===== src/rtl/whr_pkg.sv =====
package whr_pkg;
  localparam int CLS_W = 3;

  typedef enum logic [CLS_W-1:0] {
    CLS_ALL_HIT     = 3'd0,
    CLS_MOSTLY_HIT  = 3'd1,
    CLS_BALANCED    = 3'd2,
    CLS_MOSTLY_MISS = 3'd3,
    CLS_ALL_MISS    = 3'd4
  } whr_class_e;
endpackage


===== src/rtl/whr_counter_bank.sv =====
module whr_counter_bank #(
  parameter int NUM_WARPS = 16,
  parameter int CNT_W     = 8,
  localparam int WID_W    = $clog2(NUM_WARPS)
) (
  input  logic                              clk,
  input  logic                              rst_n,
  input  logic                              inc_en,
  input  logic [WID_W-1:0]                  inc_warp,
  input  logic                              inc_hit,
  input  logic                              clear,
  output logic [NUM_WARPS-1:0][CNT_W-1:0]   hit_vec,
  output logic [NUM_WARPS-1:0][CNT_W-1:0]   acc_vec
);
  localparam logic [CNT_W-1:0] CNT_MAX = '1;

  for (genvar g = 0; g < NUM_WARPS; g++) begin : g_warp
    logic sel;
    assign sel = inc_en && (inc_warp == WID_W'(g)) && (acc_vec[g] != CNT_MAX);

    always_ff @(posedge clk) begin
      if (!rst_n || clear) begin
        acc_vec[g] <= '0;
        hit_vec[g] <= '0;
      end else if (sel) begin
        acc_vec[g] <= acc_vec[g] + 1'b1;
        if (inc_hit) hit_vec[g] <= hit_vec[g] + 1'b1;
      end
    end
  end
endmodule


===== src/rtl/whr_band_eval.sv =====
module whr_band_eval
  import whr_pkg::*;
#(
  parameter int CNT_W   = 8,
  parameter int DEN     = 10,
  parameter int HI_NUM  = 7,
  parameter int LO_NUM  = 2,
  parameter int MIN_ACC = 4
) (
  input  logic [CNT_W-1:0] hits,
  input  logic [CNT_W-1:0] accs,
  output logic [CLS_W-1:0] band,
  output logic             enough
);
  localparam int PW = CNT_W + 8;

  logic [PW-1:0] hit_scaled, hi_bound, lo_bound;

  always_comb begin
    hit_scaled = PW'(hits) * PW'(DEN);
    hi_bound   = PW'(accs) * PW'(HI_NUM);
    lo_bound   = PW'(accs) * PW'(LO_NUM);
    enough     = (PW'(accs) >= PW'(MIN_ACC));
    if (hits == accs)              band = CLS_ALL_HIT;
    else if (hits == '0)           band = CLS_ALL_MISS;
    else if (hit_scaled >= hi_bound) band = CLS_MOSTLY_HIT;
    else if (hit_scaled >= lo_bound) band = CLS_BALANCED;
    else                           band = CLS_MOSTLY_MISS;
  end
endmodule


===== src/rtl/whr_class_file.sv =====
module whr_class_file
  import whr_pkg::*;
#(
  parameter int NUM_WARPS = 16
) (
  input  logic                               clk,
  input  logic                               rst_n,
  input  logic                               update,
  input  logic [NUM_WARPS-1:0]               upd_mask,
  input  logic [NUM_WARPS-1:0][CLS_W-1:0]    new_cls,
  output logic [NUM_WARPS-1:0][CLS_W-1:0]    cls_vec
);
  for (genvar g = 0; g < NUM_WARPS; g++) begin : g_reg
    always_ff @(posedge clk) begin
      if (!rst_n)                         cls_vec[g] <= CLS_BALANCED;
      else if (update && upd_mask[g])     cls_vec[g] <= new_cls[g];
    end
  end
endmodule


===== src/rtl/whr_classifier.sv =====
module whr_classifier
  import whr_pkg::*;
#(
  parameter int NUM_WARPS = 16,
  parameter int CNT_W     = 8,
  parameter int MIN_ACC   = 4,
  localparam int WID_W    = $clog2(NUM_WARPS)
) (
  input  logic             clk,
  input  logic             rst_n,
  input  logic             acc_valid,
  output logic             acc_ready,
  input  logic [WID_W-1:0] acc_warp,
  input  logic             acc_hit,
  input  logic             epoch_tick,
  input  logic [WID_W-1:0] query_warp,
  output logic [CLS_W-1:0] query_class
);
  logic [NUM_WARPS-1:0][CNT_W-1:0] hit_vec, acc_vec;
  logic [NUM_WARPS-1:0][CLS_W-1:0] band_vec, cls_vec;
  logic [NUM_WARPS-1:0]            enough_vec;

  assign acc_ready = !epoch_tick;

  whr_counter_bank #(.NUM_WARPS(NUM_WARPS), .CNT_W(CNT_W)) cnt_i (
    .clk      (clk),
    .rst_n    (rst_n),
    .inc_en   (acc_valid && acc_ready),
    .inc_warp (acc_warp),
    .inc_hit  (acc_hit),
    .clear    (epoch_tick),
    .hit_vec  (hit_vec),
    .acc_vec  (acc_vec)
  );

  for (genvar g = 0; g < NUM_WARPS; g++) begin : g_eval
    whr_band_eval #(.CNT_W(CNT_W), .MIN_ACC(MIN_ACC)) eval_i (
      .hits   (hit_vec[g]),
      .accs   (acc_vec[g]),
      .band   (band_vec[g]),
      .enough (enough_vec[g])
    );
  end

  whr_class_file #(.NUM_WARPS(NUM_WARPS)) cls_i (
    .clk      (clk),
    .rst_n    (rst_n),
    .update   (epoch_tick),
    .upd_mask (enough_vec),
    .new_cls  (band_vec),
    .cls_vec  (cls_vec)
  );

  assign query_class = cls_vec[query_warp];
endmodule


===== config.mk =====
export PLATFORM = sky130hd
export DESIGN_NAME = whr_classifier
export DESIGN_NICKNAME = d
export VERILOG_FILES = /design/src/rtl/whr_pkg.sv /design/src/rtl/whr_counter_bank.sv /design/src/rtl/whr_band_eval.sv /design/src/rtl/whr_class_file.sv /design/src/rtl/whr_classifier.sv
export SDC_FILE = /design/constraint.sdc
export NUM_CORES = 2
export LEC_CHECK = 0
export BUFFER_PORTS_ARGS = -buffer_cell sky130_fd_sc_hd__buf_2
export CORE_MARGIN = 2
export CORE_UTILIZATION = 36
export CTS_BUF_LIST = sky130_fd_sc_hd__clkbuf_2
export DETAILED_ROUTE_END_ITERATION = 16
export SETUP_SLACK_MARGIN = 0.3
export SLEW_MARGIN = 20
export SYNTH_ARGS = -nofsm -noshare
export SYNTH_HDL_FRONTEND = slang
export SYNTH_HIERARCHICAL = 1
export SYNTH_SLANG_ARGS = --single-unit
export TNS_END_PERCENT = 1

===== constraint.sdc =====
create_clock -name clk -period 4.8 [get_ports clk]
set_clock_uncertainty 0.1 [all_clocks]
set_input_delay 0 -clock clk [delete_from_list [all_inputs] [get_ports clk]]
set_output_delay 0 -clock clk [all_outputs]
set_load 0.01 [all_outputs]

# ---- Word-level counts from Yosys, hierarchy flattened
# Index checks and enable logic that the tools add are counted.
dict set report totals {
  wordCells 359
  out_inout_bits 4
  reg_bits 304
}
dict set report op_classes {
  multipliers 32
  mux 66
  magnitude_cmp 49
  eq_ne 47
  n_reduce_logical 85
  addsub 32
}
# op count
set op_table {}
lappend op_table {{multiplier 8 x 3 -> 11 bit (second input constant)} 32}
lappend op_table {{adder 8 x 1 -> 8 bit (second input constant)} 32}
lappend op_table {{>= comparator 12 x 11 -> 1 bit} 16}
lappend op_table {{>= comparator 12 x 9 -> 1 bit} 16}
lappend op_table {{2-to-1 mux 3 bit} 49}
lappend op_table {{== test 8 bit} 16}
lappend op_table {{>= comparator 8 x 3 -> 1 bit (second input constant)} 16}
lappend op_table {{zero test 8 bit} 16}
lappend op_table {{!= test 8 bit (second input constant)} 16}
lappend op_table {{logical AND 1 bit} 49}
lappend op_table {{== test 4 bit (second input constant)} 8}
lappend op_table {{AND reduction 2 bit} 16}
lappend op_table {{== test 4 x 3 -> 1 bit (second input constant)} 4}
lappend op_table {{2-to-1 mux 1 bit} 16}
lappend op_table {{binary-select mux 3 bit (select 4 bit)} 1}
lappend op_table {{== test 4 x 2 -> 1 bit (second input constant)} 2}
lappend op_table {{< comparator 4 x 5 -> 1 bit (second input constant)} 1}
lappend op_table {{== test 4 x 1 -> 1 bit (second input constant)} 1}
lappend op_table {{zero test 4 bit} 1}
lappend op_table {{zero test 1 bit} 2}
lappend op_table {{logical OR 1 bit} 1}

# ---- Logic depth before layout (Yosys ltp)
dict set report logic_depth {
  depth_word 6
  depth_mapped 16
  mapped_depth_nobuf 16
}

# ---- Modules after synthesis
# The synthesis kept the hierarchy.
# module area_per_inst_um2 cells_per_inst seq_area_each_um2 instances
set modules_own_cells {}
lappend modules_own_cells {whr_band_eval 1405.1 162 0.0 16}
lappend modules_own_cells {whr_counter_bank 12004.0 1377 5124.9 1}
lappend modules_own_cells {whr_class_file 2090.8 224 960.9 1}
lappend modules_own_cells {whr_classifier 410.4 31 0.0 1}

# ---- Least setup slack after synthesis
# No wires, ideal clock.
dict set report synth_path {
  kind {flip-flop to flip-flop}
  startpoint {reg cnt_i/acc_vec[26] in the netlist's numbering}
  endpoint {reg cls_i/cls_vec[10] in the netlist's numbering}
  arrival_time_ns 3.617
  setup_ns 0.073
  required_ns 4.627
  setup_slack_ns 1.009
  stages_incl_launch_ff 16
  path_cell_list {dfxtp_1 fa_1 ha_1 fa_1 a21o_1 a21oi_1 o21bai_1 a21oi_1 xnor2_1 ha_1 and4_1 a211oi_1 a31oi_1 nor4b_1 nand3_1 o211ai_2}
}
# element line_no
set synth_rtl {}
lappend synth_rtl {{start, declared} whr_counter_bank.sv:13} ;# output logic [NUM_WARPS-1:0][CNT_W-1:0] acc_vec
lappend synth_rtl {{start signal, assigned by index} whr_counter_bank.sv:26} ;# acc_vec[g] <= acc_vec[g] + 1'b1;
lappend synth_rtl {{end signal, assigned by index} whr_class_file.sv:16} ;# else if (update && upd_mask[g]) cls_vec[g] <= new_cls[g];
lappend synth_rtl {{end, declared} whr_class_file.sv:11} ;# output logic [NUM_WARPS-1:0][CLS_W-1:0] cls_vec

==> reports/results.txt <==
The pre-antenna-repair detailed-routing pass consisted of 6 iterations. Setup repair after global routing could not meet its margin everywhere. Of all nets on the critical path, the largest fanout is 11. The endpoint type of the worst setup path was a register. The ratio of final minimum period to clock period was 0.8760. The maximum clock insertion buffer count was 3; the count of input and output buffers was 16. The tools report the number of top-level pins as 17.

Number of antenna violations at the first check in global routing: 4. Data on the critical path arrives at its endpoint at 5.14 ns. In this run the number of H-tree levels came out at 3. The final layout contains routed wiring with a total length of 90.24 mm. The run gives 0.3630 as the initial standard-cell utilization of the core.

STA puts the critical path data required time at 5.74 ns. Once the clock tree was built, the setup fixing pass inserted 0 buffers. Static timing analysis puts the maximum clock frequency at 237.8 MHz. Worst-case headroom to the max-slew limit: 0.3034. Leaving out fill and tap cells, the most frequent cells in the layout are sky130_fd_sc_hd__ha_1, sky130_fd_sc_hd__nand2_1, sky130_fd_sc_hd__inv_1. Clock latency on the worst-skew pair, taken at its later pin, is 1.09 ns.

The ratio of cells with drive above 1 in the final layout works out to 0.07197. For the pin with the worst max-slew slack, the measured transition is 1.040 ns. In this run the register-to-register setup slack is 0.60 ns. The total overflow left after global routing is 0. The number of flops mapped to enable cells by yosys came out at 0. Dividing the detail-routed via count by the number of cells gives 5.427. The run gives 0 as the final hold violation count. The core area came out at 101900 um^2. The final number of max-transition violations is 0. Entering global routing, the biggest net connects 83 pins.

The worst setup path is launched from a register. The synthesized design contains 304 register bits. The type of the setup path with the least slack was reg -> reg. The number of cells on the worst reg-to-reg path is 15. The startpoint identified for the worst register-to-register timing path is cnt_i/acc_vec[33]. The final weighted congestion of routability-driven global placement is 0.8568, and the number of unique standard cell types used by synthesis is 66.

Static leakage: 17.90 nW. The number of nets handed over by synthesis was 5149. The root buffer selected by CTS was sky130_fd_sc_hd__clkbuf_2. The power per cell area was 119.0 nW/um^2.

The flow ran to the end, and the final reports show no timing, DRC or antenna violations. The area of the mapped netlist is 36990 um^2, and the worst path setup slack after routing is 0.5953 ns. Class of the most critical hold timing path: in -> reg. The logs give 0.3909 for the share of the core filled with cells in the final layout and 151.0 mm for the wire length of the first global-routing pass.

For this run, the leading register cell type out of synthesis is sky130_fd_sc_hd__dfxtp_1. The run gives 304 as the TritonCTS sink count. The post-synthesis average cell area was 8.756 um^2. Clock-pin slew was measured on the worst setup and hold paths at 0.10 ns. Die extent in x: 324.5 um. In this run, CTS created clock tree buffers numbering 89. For this block, the via count after detailed routing is 31220. The portion of the post-synthesis area used by sequential elements came out at 0.1645. The run gives 30140 as the via count of the first global-routing pass. The sum of negative setup slack is 0 ns.

The area of the die is 105300 um^2, and the total routing usage reported by global routing is 0.1688. The startpoint identified for the worst hold timing path is acc_hit. The most common cell after layout, fill and taps aside was sky130_fd_sc_hd__ha_1.

Before CTS, the worst setup slack after placement is 0.6386 ns. The number of nets still failing antenna checks after routing came out at 0. The tools report the total number of yosys warnings as 6. The endpoint of the worst-slack reg-to-reg timing path was cls_i/cls_vec[13]. Final-stage net count: 5241. After detailed routing, the number of remaining DRC violations is 0.

Time the final worst path needs with I/O delays and setup: 4.205 ns. The final number of setup-violating endpoints is 0, and the detailed placement HPWL is 68.91 mm. After detailed routing, the average wire length per cell comes to 15.69 um. The proportion of synthesized flip-flops having asynchronous set or reset works out to 0. The worst hold path passes through 5 cells. TritonCTS built the clock tree.

Synthesis produced 4224 cells. IR analysis of the VDD net gives a maximum drop of 0.1186 mV. In this run the worst setup path begins at cnt_i/acc_vec[33]. The area added between synthesis and finish works out to 7.689%. The die span in y works out to 324.5 um. After filler insertion, the fill cell instance count of the layout stands at 10440.

The first routing iteration left 1619 violations. Hold path endpoint: cnt_i/hit_vec[13]. The tool flagged a number of max-cap violations equal to 0. The total number of placement rows is 117.
-- critical path: stages (launching register included) --
cell	delay, ns
sky130_fd_sc_hd__dfxtp_1	0.61
sky130_fd_sc_hd__fa_1	0.49
sky130_fd_sc_hd__ha_1	0.22
sky130_fd_sc_hd__fa_1	0.41
sky130_fd_sc_hd__a21o_1	0.20
sky130_fd_sc_hd__a21oi_1	0.22
sky130_fd_sc_hd__o21bai_1	0.10
sky130_fd_sc_hd__a21oi_1	0.23
sky130_fd_sc_hd__xnor2_1	0.17
sky130_fd_sc_hd__ha_1	0.27
sky130_fd_sc_hd__and4_1	0.19
sky130_fd_sc_hd__a211oi_1	0.24
sky130_fd_sc_hd__a31oi_1	0.15
sky130_fd_sc_hd__nor4b_1	0.31
sky130_fd_sc_hd__nand3_1	0.13
sky130_fd_sc_hd__o211ai_2	0.11
-- timing repair --
action,in CTS,in global routing
setup endpoints to repair,0,4
hold endpoints to repair,303,0
hold buffers,22,0
gates resized for setup,0,1
-- synthesized netlist by cell type, types with 18 or more instances --
master                      instances  area, um^2
sky130_fd_sc_hd__a211oi_1          33       247.7
sky130_fd_sc_hd__a21o_1            96       720.7
sky130_fd_sc_hd__a21oi_1          292        1461
sky130_fd_sc_hd__a31oi_1           33       206.5
sky130_fd_sc_hd__and2b_1           18       135.1
sky130_fd_sc_hd__and4_1            20       175.2
sky130_fd_sc_hd__buf_2             32       160.2
sky130_fd_sc_hd__clkbuf_1          39       146.4
sky130_fd_sc_hd__dfxtp_1          304        6086
sky130_fd_sc_hd__fa_1             144        2883
sky130_fd_sc_hd__ha_1             768        9609
sky130_fd_sc_hd__inv_1            323        1212
sky130_fd_sc_hd__mux2i_1           51       510.5
sky130_fd_sc_hd__nand2_1          331        1242
sky130_fd_sc_hd__nand2b_1          22       137.6
sky130_fd_sc_hd__nand3_1          111       555.5
sky130_fd_sc_hd__nand4_1          110       688.2
sky130_fd_sc_hd__nor2_1           147       551.8
sky130_fd_sc_hd__nor2b_1           52       325.3
sky130_fd_sc_hd__nor3_1            34       170.2
sky130_fd_sc_hd__nor4_1            60       375.4
sky130_fd_sc_hd__o2111ai_1         38       332.8
sky130_fd_sc_hd__o211ai_1          45       337.8
sky130_fd_sc_hd__o21a_1            44       330.3
sky130_fd_sc_hd__o21ai_0          239        1196
sky130_fd_sc_hd__o21ai_2           24       210.2
sky130_fd_sc_hd__o21bai_1          32       240.2
sky130_fd_sc_hd__o31a_1            26       227.7
sky130_fd_sc_hd__o31ai_1           81       608.1
sky130_fd_sc_hd__or3_1            111       694.4
sky130_fd_sc_hd__or4_1             74       555.5
sky130_fd_sc_hd__xnor2_1          144        1261
sky130_fd_sc_hd__xor2_1           129        1130
-- layout make-up --
type | count | area, um^2 | area share
antenna | 7 | 17.52 | 0.0004398
clock buffer | 129 | 645.6 | 0.01621
clock inverter | 23 | 157.7 | 0.003958
inverter | 323 | 1212 | 0.03044
multi-input combinational | 3513 | 29300 | 0.7355
sequential | 304 | 6087 | 0.1528
tap | 1368 | 1712 | 0.04297
timing repair buffer | 85 | 703.2 | 0.01765
-- cell families after synthesis --
group           synth area share
xor+xnor                 0.06465
compound gates            0.1941
mux                      0.02192
simple gates              0.1732
flops                     0.1645
buf+inv                  0.04381
fa+ha+maj                 0.3377
-- registers in the layout, summed over array words and instances (netlist names) --
register / cells
cls_i/cls_vec: 48
cnt_i/acc_vec: 128
cnt_i/hit_vec: 128
-- power breakdown --
part,internal [mW],switching [mW],leakage (nW)
sequential,2.52,0.00292,2.45
clock,0.828,1.20,0.612
combinational,0.0475,0.143,14.8
-- how the worst max path moves through the flow --
stage                   endpoint  cells after the start
4_1_cts        cls_i/cls_vec[43]                     15
3_5_place_dp    cls_i/cls_vec[4]                     15
2_1_floorplan  cls_i/cls_vec[10]                     15
6_report       cls_i/cls_vec[13]                     15
5_1_grt        cls_i/cls_vec[28]                     15
3_3_place_gp   cls_i/cls_vec[10]                     15
-- per-layer routing --
| layer | global-route usage | share of wire |
|---|---|---|
| met1 | 0.2298 | 0.49 |
| met2 | 0.2832 | 0.46 |
| met3 | 0.02107 | 0.030 |
| met4 | 0.04006 | 0.019 |
| met5 | 0 | 0.00016 |
-- metrics by stage --
stage	std cells	total power, mW	area, um^2	hold slack (ns)
detailed placement	5570	2.759	38770	0.2994
global route	5747	4.963	39820	0.06225
global placement	5570	2.759	38770	0.2979
CTS	5744	4.835	39800	0.01126
floorplan	4224	2.689	36990	-0.05649
finish	5752	4.741	39830	0.1595
Note: power is estimated with default switching activity, not from simulation.
